## config.mk

```make
export PLATFORM = sky130hd
export DESIGN_NAME = sha256_autolen
export DESIGN_NICKNAME = d
export VERILOG_FILES = /design/src/rtl/sha256_eng_pkg.sv /design/src/rtl/sha256_len_ctr.sv /design/src/rtl/sha256_msg_buf.sv /design/src/rtl/sha256_round_core.sv /design/src/rtl/sha256_autolen.sv
export SDC_FILE = /design/constraint.sdc
export NUM_CORES = 2
export LEC_CHECK = 0
export BUFFER_PORTS_ARGS = -buffer_cell sky130_fd_sc_hd__buf_2
export CAP_MARGIN = 20
export CORE_MARGIN = 2
export CORE_UTILIZATION = 47
export CTS_BUF_LIST = sky130_fd_sc_hd__clkbuf_8
export CTS_CLUSTER_DIAMETER = 120
export CTS_CLUSTER_SIZE = 8
export DETAILED_ROUTE_END_ITERATION = 10
export PLACE_DENSITY = 0.64
export SYNTH_ARGS = -nofsm -noshare
export SYNTH_HDL_FRONTEND = slang
export SYNTH_SLANG_ARGS = --single-unit
```

## constraint.sdc

```tcl
create_clock -name clk -period 12.2 [get_ports clk]
set_input_delay 1.22 -clock clk [delete_from_list [all_inputs] [get_ports clk]]
set_output_delay 1.22 -clock clk [all_outputs]
set_load 0.02 [all_outputs]
```

## src/rtl/sha256_eng_pkg.sv

```systemverilog
package sha256_eng_pkg;

    localparam int WORD_W     = 32;
    localparam int BLK_WORDS  = 16;
    localparam int HASH_WORDS = 8;
    localparam int ROUNDS     = 64;
    localparam int LEN_W      = 64;
    localparam int BYTES_PW   = WORD_W / 8;

    typedef logic [WORD_W-1:0] word_t;

    typedef struct packed {
        word_t a;
        word_t b;
        word_t c;
        word_t d;
        word_t e;
        word_t f;
        word_t g;
        word_t h;
    } wvars_t;

    typedef enum logic [1:0] {
        PH_IDLE,
        PH_DATA,
        PH_LEN,
        PH_LAST
    } phase_e;

    typedef enum logic [1:0] {
        BOP_NONE,
        BOP_MARK,
        BOP_SEND,
        BOP_SEND_LEN
    } buf_op_e;

    localparam word_t H_INIT [HASH_WORDS] = '{
        32'h6a09e667, 32'hbb67ae85, 32'h3c6ef372, 32'ha54ff53a,
        32'h510e527f, 32'h9b05688c, 32'h1f83d9ab, 32'h5be0cd19
    };

    localparam word_t K_TAB [ROUNDS] = '{
        32'h428a2f98, 32'h71374491, 32'hb5c0fbcf, 32'he9b5dba5,
        32'h3956c25b, 32'h59f111f1, 32'h923f82a4, 32'hab1c5ed5,
        32'hd807aa98, 32'h12835b01, 32'h243185be, 32'h550c7dc3,
        32'h72be5d74, 32'h80deb1fe, 32'h9bdc06a7, 32'hc19bf174,
        32'he49b69c1, 32'hefbe4786, 32'h0fc19dc6, 32'h240ca1cc,
        32'h2de92c6f, 32'h4a7484aa, 32'h5cb0a9dc, 32'h76f988da,
        32'h983e5152, 32'ha831c66d, 32'hb00327c8, 32'hbf597fc7,
        32'hc6e00bf3, 32'hd5a79147, 32'h06ca6351, 32'h14292967,
        32'h27b70a85, 32'h2e1b2138, 32'h4d2c6dfc, 32'h53380d13,
        32'h650a7354, 32'h766a0abb, 32'h81c2c92e, 32'h92722c85,
        32'ha2bfe8a1, 32'ha81a664b, 32'hc24b8b70, 32'hc76c51a3,
        32'hd192e819, 32'hd6990624, 32'hf40e3585, 32'h106aa070,
        32'h19a4c116, 32'h1e376c08, 32'h2748774c, 32'h34b0bcb5,
        32'h391c0cb3, 32'h4ed8aa4a, 32'h5b9cca4f, 32'h682e6ff3,
        32'h748f82ee, 32'h78a5636f, 32'h84c87814, 32'h8cc70208,
        32'h90befffa, 32'ha4506ceb, 32'hbef9a3f7, 32'hc67178f2
    };

    function automatic word_t rotr(input word_t x, input int n);
        return (x >> n) | (x << (WORD_W - n));
    endfunction

    function automatic word_t big_s0(input word_t x);
        return rotr(x, 2) ^ rotr(x, 13) ^ rotr(x, 22);
    endfunction

    function automatic word_t big_s1(input word_t x);
        return rotr(x, 6) ^ rotr(x, 11) ^ rotr(x, 25);
    endfunction

    function automatic word_t small_s0(input word_t x);
        return rotr(x, 7) ^ rotr(x, 18) ^ (x >> 3);
    endfunction

    function automatic word_t small_s1(input word_t x);
        return rotr(x, 17) ^ rotr(x, 19) ^ (x >> 10);
    endfunction

    // One compression round; kw is the round constant plus the schedule word.
    function automatic wvars_t sha_round(input wvars_t v, input word_t kw);
        wvars_t r;
        word_t  t1;
        word_t  t2;
        t1  = v.h + big_s1(v.e) + ((v.e & v.f) ^ (~v.e & v.g)) + kw;
        t2  = big_s0(v.a) + ((v.a & v.b) ^ (v.a & v.c) ^ (v.b & v.c));
        r.h = v.g;
        r.g = v.f;
        r.f = v.e;
        r.e = v.d + t1;
        r.d = v.c;
        r.c = v.b;
        r.b = v.a;
        r.a = t1 + t2;
        return r;
    endfunction

endpackage

```

## src/rtl/sha256_len_ctr.sv

```systemverilog
module sha256_len_ctr
    import sha256_eng_pkg::*;
#(
    parameter int LW  = LEN_W,
    parameter int NBW = $clog2(BYTES_PW + 1)
) (
    input  logic          clk,
    input  logic          rst,
    input  logic          clear,
    input  logic          add_en,
    input  logic [NBW-1:0] add_bytes,
    output logic [LW-1:0] len_bits
);

    always_ff @(posedge clk) begin
        if (rst || clear) begin
            len_bits <= '0;
        end else if (add_en) begin
            len_bits <= len_bits + LW'({add_bytes, 3'b000});
        end
    end

endmodule

```

## src/rtl/sha256_msg_buf.sv

```systemverilog
module sha256_msg_buf
    import sha256_eng_pkg::*;
#(
    parameter int NWORDS = BLK_WORDS,
    parameter int WW     = WORD_W,
    parameter int LW     = LEN_W,
    parameter int BPW    = WW / 8,
    parameter int NBW    = $clog2(BPW + 1)
) (
    input  logic               clk,
    input  logic               rst,
    input  logic               clear,
    input  logic               wr_en,
    input  logic [WW-1:0]      wr_data,
    input  logic [NBW-1:0]     wr_nbytes,
    input  buf_op_e            op,
    input  logic [LW-1:0]      len_bits,
    output logic               full,
    output logic               tail,
    output logic               fit_len,
    output logic [NWORDS*WW-1:0] blk_out
);

    localparam int PW        = $clog2(NWORDS + 1);
    localparam int IW        = $clog2(NWORDS);
    localparam int BW        = $clog2(BPW);
    localparam int LEN_WORDS = LW / WW;
    localparam int LEN_BASE  = NWORDS - LEN_WORDS;

    logic [WW-1:0] mem [NWORDS];
    logic [PW-1:0] wptr;
    logic [BW-1:0] bcnt;

    logic [IW-1:0] widx;
    logic [IW-1:0] midx;
    logic [WW-1:0] wr_mask;
    logic [WW-1:0] mark_bits;

    assign widx    = wptr[IW-1:0];
    assign full    = (wptr == PW'(NWORDS));
    assign tail    = (bcnt != '0);
    assign fit_len = (wptr <= PW'(LEN_BASE));

    // Bytes are kept from the most significant end; the rest stay zero.
    assign wr_mask   = {WW{1'b1}} << (8 * (BPW - int'(wr_nbytes)));
    // Marker byte sits right after the last message byte.
    assign mark_bits = WW'(8'h80) << (8 * (BPW - 1 - int'(bcnt)));
    assign midx      = tail ? (widx - IW'(1)) : widx;

    always_ff @(posedge clk) begin
        if (rst || clear || op == BOP_SEND || op == BOP_SEND_LEN) begin
            for (int i = 0; i < NWORDS; i++) begin
                mem[i] <= '0;
            end
            wptr <= '0;
            bcnt <= '0;
        end else if (op == BOP_MARK) begin
            mem[midx] <= mem[midx] | mark_bits;
            if (!tail) begin
                wptr <= wptr + PW'(1);
            end
            bcnt <= '0;
        end else if (wr_en) begin
            mem[widx] <= wr_data & wr_mask;
            wptr      <= wptr + PW'(1);
            bcnt      <= BW'(wr_nbytes);
        end
    end

    generate
        for (genvar i = 0; i < NWORDS; i++) begin : g_out
            if (i >= LEN_BASE) begin : g_lenslot
                localparam int J = i - LEN_BASE;
                assign blk_out[(NWORDS-1-i)*WW +: WW] =
                    (op == BOP_SEND_LEN) ? len_bits[LW-1-J*WW -: WW] : mem[i];
            end else begin : g_plain
                assign blk_out[(NWORDS-1-i)*WW +: WW] = mem[i];
            end
        end
    endgenerate

endmodule

```

## src/rtl/sha256_round_core.sv

```systemverilog
module sha256_round_core
    import sha256_eng_pkg::*;
#(
    parameter int NWORDS  = BLK_WORDS,
    parameter int NROUNDS = ROUNDS,
    parameter int NHASH   = HASH_WORDS
) (
    input  logic                     clk,
    input  logic                     rst,
    input  logic                     init,
    input  logic                     load,
    input  logic [NWORDS*WORD_W-1:0] blk,
    output logic                     busy,
    output logic                     done,
    output logic [NHASH*WORD_W-1:0]  hash
);

    localparam int RW = $clog2(NROUNDS);
    localparam logic [RW-1:0] LAST_R = RW'(NROUNDS - 1);

    typedef enum logic [1:0] {
        C_IDLE,
        C_RND,
        C_FIN
    } cst_e;

    cst_e          cst;
    word_t         sched [NWORDS];
    wvars_t        v;
    word_t         hst [NHASH];
    logic [RW-1:0] rcnt;

    word_t  nxt_w;
    wvars_t v_next;
    logic [NHASH*WORD_W-1:0] v_flat;

    assign nxt_w  = small_s1(sched[NWORDS-2]) + sched[NWORDS-7]
                  + small_s0(sched[1]) + sched[0];
    assign v_next = sha_round(v, K_TAB[rcnt] + sched[0]);
    assign v_flat = v;
    assign busy   = (cst != C_IDLE);

    always_ff @(posedge clk) begin
        if (rst || init) begin
            cst  <= C_IDLE;
            done <= 1'b0;
            rcnt <= '0;
            v    <= '0;
            for (int i = 0; i < NHASH; i++) begin
                hst[i] <= H_INIT[i];
            end
            for (int i = 0; i < NWORDS; i++) begin
                sched[i] <= '0;
            end
        end else begin
            done <= 1'b0;
            case (cst)
                C_IDLE: begin
                    if (load) begin
                        for (int i = 0; i < NWORDS; i++) begin
                            sched[i] <= blk[(NWORDS-1-i)*WORD_W +: WORD_W];
                        end
                        v    <= {hst[0], hst[1], hst[2], hst[3],
                                 hst[4], hst[5], hst[6], hst[7]};
                        rcnt <= '0;
                        cst  <= C_RND;
                    end
                end
                C_RND: begin
                    v <= v_next;
                    for (int i = 0; i < NWORDS - 1; i++) begin
                        sched[i] <= sched[i+1];
                    end
                    sched[NWORDS-1] <= nxt_w;
                    rcnt <= rcnt + RW'(1);
                    if (rcnt == LAST_R) begin
                        cst <= C_FIN;
                    end
                end
                C_FIN: begin
                    for (int i = 0; i < NHASH; i++) begin
                        hst[i] <= hst[i] + v_flat[(NHASH-1-i)*WORD_W +: WORD_W];
                    end
                    done <= 1'b1;
                    cst  <= C_IDLE;
                end
                default: cst <= C_IDLE;
            endcase
        end
    end

    generate
        for (genvar i = 0; i < NHASH; i++) begin : g_hash
            assign hash[(NHASH-1-i)*WORD_W +: WORD_W] = hst[i];
        end
    endgenerate

endmodule

```

## src/rtl/sha256_autolen.sv

```systemverilog
module sha256_autolen
    import sha256_eng_pkg::*;
#(
    parameter int DW  = WORD_W,
    parameter int SW  = DW / 8,
    parameter int IXW = $clog2(HASH_WORDS)
) (
    input  logic           clk,
    input  logic           rst,
    input  logic           bus_wr,
    input  logic           bus_wsel,
    input  logic [DW-1:0]  bus_wdata,
    input  logic [SW-1:0]  bus_wstrb,
    input  logic [IXW-1:0] rd_idx,
    output logic [DW-1:0]  rd_data,
    output logic           wr_ready,
    output logic           irq
);

    localparam int NBW = $clog2(SW + 1);

    phase_e phase;
    logic   fin_req;

    logic   start_cmd;
    logic   proc_cmd;
    logic   data_ok;
    logic [NBW-1:0] nbytes;

    logic   buf_full;
    logic   buf_tail;
    logic   buf_fit;
    logic [BLK_WORDS*WORD_W-1:0] blk_word;
    logic [LEN_W-1:0] len_bits;
    buf_op_e op;

    logic   core_busy;
    logic   core_done;
    logic   core_load;
    logic [HASH_WORDS*WORD_W-1:0] core_hash;

    // Command decoding: start has priority over process.
    assign start_cmd = bus_wr && !bus_wsel && bus_wdata[0];
    assign proc_cmd  = bus_wr && !bus_wsel && bus_wdata[1] && !bus_wdata[0];
    assign nbytes    = NBW'($countones(bus_wstrb));

    assign wr_ready  = (phase == PH_DATA) && !fin_req && !buf_full && !buf_tail;
    assign data_ok   = bus_wr && bus_wsel && wr_ready && (nbytes != '0);

    always_comb begin
        op = BOP_NONE;
        if (!start_cmd && !core_busy) begin
            case (phase)
                PH_DATA: begin
                    if (buf_full && !buf_tail) begin
                        op = BOP_SEND;
                    end else if (fin_req) begin
                        op = BOP_MARK;
                    end
                end
                PH_LEN: begin
                    op = buf_fit ? BOP_SEND_LEN : BOP_SEND;
                end
                default: op = BOP_NONE;
            endcase
        end
    end

    assign core_load = (op == BOP_SEND) || (op == BOP_SEND_LEN);

    always_ff @(posedge clk) begin
        if (rst) begin
            phase   <= PH_IDLE;
            fin_req <= 1'b0;
            irq     <= 1'b0;
        end else if (start_cmd) begin
            phase   <= PH_DATA;
            fin_req <= 1'b0;
            irq     <= 1'b0;
        end else begin
            if (phase == PH_DATA && proc_cmd) begin
                fin_req <= 1'b1;
            end
            if (op == BOP_MARK) begin
                phase <= PH_LEN;
            end
            if (op == BOP_SEND_LEN) begin
                phase <= PH_LAST;
            end
            if (phase == PH_LAST && core_done) begin
                irq     <= 1'b1;
                phase   <= PH_IDLE;
                fin_req <= 1'b0;
            end
        end
    end

    sha256_len_ctr #(
        .LW  (LEN_W),
        .NBW (NBW)
    ) len_ctr_i (
        .clk       (clk),
        .rst       (rst),
        .clear     (start_cmd),
        .add_en    (data_ok),
        .add_bytes (nbytes),
        .len_bits  (len_bits)
    );

    sha256_msg_buf #(
        .NWORDS (BLK_WORDS),
        .WW     (DW),
        .LW     (LEN_W),
        .BPW    (SW),
        .NBW    (NBW)
    ) msg_buf_i (
        .clk       (clk),
        .rst       (rst),
        .clear     (start_cmd),
        .wr_en     (data_ok),
        .wr_data   (bus_wdata),
        .wr_nbytes (nbytes),
        .op        (op),
        .len_bits  (len_bits),
        .full      (buf_full),
        .tail      (buf_tail),
        .fit_len   (buf_fit),
        .blk_out   (blk_word)
    );

    sha256_round_core #(
        .NWORDS  (BLK_WORDS),
        .NROUNDS (ROUNDS),
        .NHASH   (HASH_WORDS)
    ) core_i (
        .clk  (clk),
        .rst  (rst),
        .init (start_cmd),
        .load (core_load),
        .blk  (blk_word),
        .busy (core_busy),
        .done (core_done),
        .hash (core_hash)
    );

    assign rd_data = core_hash[(HASH_WORDS-1-int'(rd_idx))*DW +: DW];

endmodule

```

==> impl_metrics.py <==
metrics = {
    "finish": {
        "drive_above_1_share_pct": 9.02,
        "fill_cells": 18100,
        "final_common_cell": "edfxtp_1",
        "fin_cells": 11600,
        "layout_common_cells": "edfxtp_1 (1,280), nor2_1 (1,025), nand2_1 (906), a21oi_1 (794), xnor2_1 (407)",
        "syn_to_final_growth_pct": 6.84,
        "finish.utilization_pct": 50.6,
        "fin_nets": 9490,
    },
    "critical_path": {
        "cpMaxStageDelayCell": "dfxtp_1",
        "cp_max_fo": 22,
        "start_kind": "register",
        "critPathKind": "reg -> reg",
        "cp.required_ns": 13.16,
        "crit_top_cell": "a21oi_1",
        "rrSetupSlack_ns": 2.37,
        "arrival_ns": 10.80,
        "crit_path_end_kind": "register",
        "slowest_delay_ns": 0.87,
    },
    "floorplanning": {
        "io_pins": 77,
        "core_area_um2": 203000,
        "start_util_pct": 47.4,
        "die_w_um": 456,
        "dieArea_um2": 208000,
        "dieHeight_um": 456,
        "std_cell_rows": 165,
    },
    "sta": {
        "hold_viol": 0,
        "slew_violations": 0,
        "slew_headroom_pct": 13.3,
        "clock.fmax_ghz": 0.102,
        "finalSetupViolCount": 0,
        "whs_ns": 0.489,
        "rsz0062_at_grt": "no",
        "worst_slew_pin_slew_ns": 1.30,
        "fin_crit_ns": 9.83,
        "clock_skew_ns": 0.0822,
        "min_period_over_period_pct": 80.6,
        "fin_tns_setup_ns": 0,
    },
    "yosys": {
        "syn_avg_cell_area_um2": 10.7,
        "netlist_area_um2": 96000,
        "synth_async_sr_flop_share_pct": 0,
        "synth_seq_cells": 1617,
        "synth_area_leaders": "edfxtp_1 (40%), dfxtp_1 (7.0%), ha_1 (5.3%), mux4_2 (4.8%), a21oi_1 (4.1%)",
        "synth.distinct_cells": 91,
        "ys_seq_area_share_pct": 47.1,
        "synth_edf_count": 1280,
        "synth_ff_type": "edfxtp_1",
        "syn_inst": 9010,
        "yosysWarnings": 0,
        "synth_top_area_share_pct": 40.1,
        "yosysTopAreaCell": "edfxtp_1",
        "syn_nets": 9655,
    },
    "cts": {
        "cts_tree": "yes",
        "path_clk_slew_ns": 0.08,
        "hold_buffers": 0,
        "clockBufferDepth": 3,
        "post_cts_buffers": 0,
        "numCtsBuffers": 220,
        "htree_levels": 4,
        "cts.sinks": 1617,
        "cts_resized": 0,
        "cts_root_buffer": "clkbuf_8",
        "worstSkewPairLatency_ns": 1.05,
    },
    "place": {
        "dp_cells": 11300,
        "post-dp-hpwl_um": 238000,
        "gp_congestion": 0.990,
        "io_buffers": 76,
    },
    "route": {
        "vias": 74500,
        "first_pass_iters": 6,
        "first_iter_violations": 9281,
        "totalWireLength_um": 345000,
        "wl_per_cell_um": 29.7,
        "drc": 0,
        "drtAntennaViolNets": 0,
        "via_per_inst": 6.41,
    },
    "grt": {
        "overflow": 0,
        "grt_use_total_pct": 32.4,
        "antenna_found_initial": 21,
        "grt_max_degree": 204,
        "grt_pass1_wl_um": 499000,
        "grt_pass1_vias": 72100,
    },
    "pwr": {
        "leakage_nw": 38.4,
        "peakVddDrop_mv": 0.123,
        "power_density_nw_per_um2": 116,
    },
    "run": {
        "maxCapViolations": 0,
    },
    "run_status": {
        "outcome": "finished clean",
    },
    "min_path": {
        "hold_path_class": "reg -> reg",
    },
}
==> layer usage <==
metal	wire length [µm]	track usage (%)
met5	148	0
met3	31100	6.09
met2	160000	51.8
met4	20200	16.7
met1	134000	42.1
==> worst max-delay path: cells and delay by family (launching register included) <==
| kind | cells | cell delay [ns] |
|---|---|---|
| compound gates | 17 | 3.51 |
| fa+ha+maj | 7 | 3.09 |
| simple gates | 9 | 1.55 |
| flops | 1 | 0.87 |
| xor+xnor | 2 | 0.49 |
| buf+inv | 4 | 0.33 |
==> logic make-up after synthesis <==
logic type / Yosys count / share of synthesized area (%)
buffers and inverters: 866 / 3.44
flip-flops: 1617 / 47.1
AND/OR/NAND/NOR: 2565 / 11.5
adder cells (fa/ha/maj): 624 / 9.62
multiplexers: 377 / 6.66
AO/OA/AOI/OAI: 2363 / 16.3
XOR/XNOR: 598 / 5.46
==> cells in the mapped netlist (49+ instances only) <==
cell type and count:
nor2_1 1030, dfxtp_1 337, nor3_1 94, a22oi_1 207
a21o_1 168, a22o_1 322, xnor2_1 411, mux2i_1 117
o21ai_0 283, nand3_1 124, a211oi_1 166, nand2_1 924
edfxtp_1 1280, mux4_2 204, inv_1 272, nor2b_1 70
nand2b_1 81, mux2_2 56, a31oi_1 51, ha_1 405
clkbuf_1 517, xor2_1 187, o21a_1 64, or3_1 49
a21oi_1 795, fa_1 197
==> state kept, by name, summed over array words and instances (netlist names) <==
signal              cells
core_i.sched          512
msg_buf_i.mem         512
core_i.hst            256
core_i.v              256
len_ctr_i.len_bits     61
core_i.rcnt             6
msg_buf_i.wptr          5
core_i.cst              2
msg_buf_i.bcnt          2
phase                   2
core_i.done             1
fin_req                 1
irq                     1
==> area by class of cell <==
class	count	area [µm²]	share of cell area (%)
well taps	2672	3340	3.26
inverters	274	1030	1.01
diodes	5	12.5	0.0122
clock inverters	111	622	0.606
multi-input cells	6527	47800	46.6
flip-flops and latches	1617	45200	44.1
clock buffers	223	3070	2.99
repair buffers	205	1450	1.42
==> final timing paths <==
path / end / cells past startpoint / startpoint
setup / recovery: core_i.v[127]$_SDFFE_PN0P_ / 39 / core_i.rcnt[1]$_SDFFE_PN0P_
hold / removal: core_i.v[1]$_SDFFE_PN0P_ / 2 / core_i.v[1]$_SDFFE_PN0P_
setup reg to reg: core_i.v[127]$_SDFFE_PN0P_ / 39 / core_i.rcnt[1]$_SDFFE_PN0P_
hold reg to reg: core_i.v[1]$_SDFFE_PN0P_ / 2 / core_i.v[1]$_SDFFE_PN0P_
==> per-stage QoR <==
stage                     worst slack, ns  cell area (µm²)  power [W]
after floorplan                      2.98            96000    0.00751
final                                2.37           103000     0.0119
after CTS                            2.42           103000     0.0119
after detailed placement             2.39            98800    0.00808
after global routing                 1.67           103000     0.0123
after global placement               2.42            98800    0.00807
==> power breakdown <==
part           internal [W]  switching (W)
combinational      0.000604        0.00107
sequential          0.00615       0.000176
clock               0.00171        0.00221
total               0.00846        0.00346
Note: power is estimated with default switching activity, not from simulation.
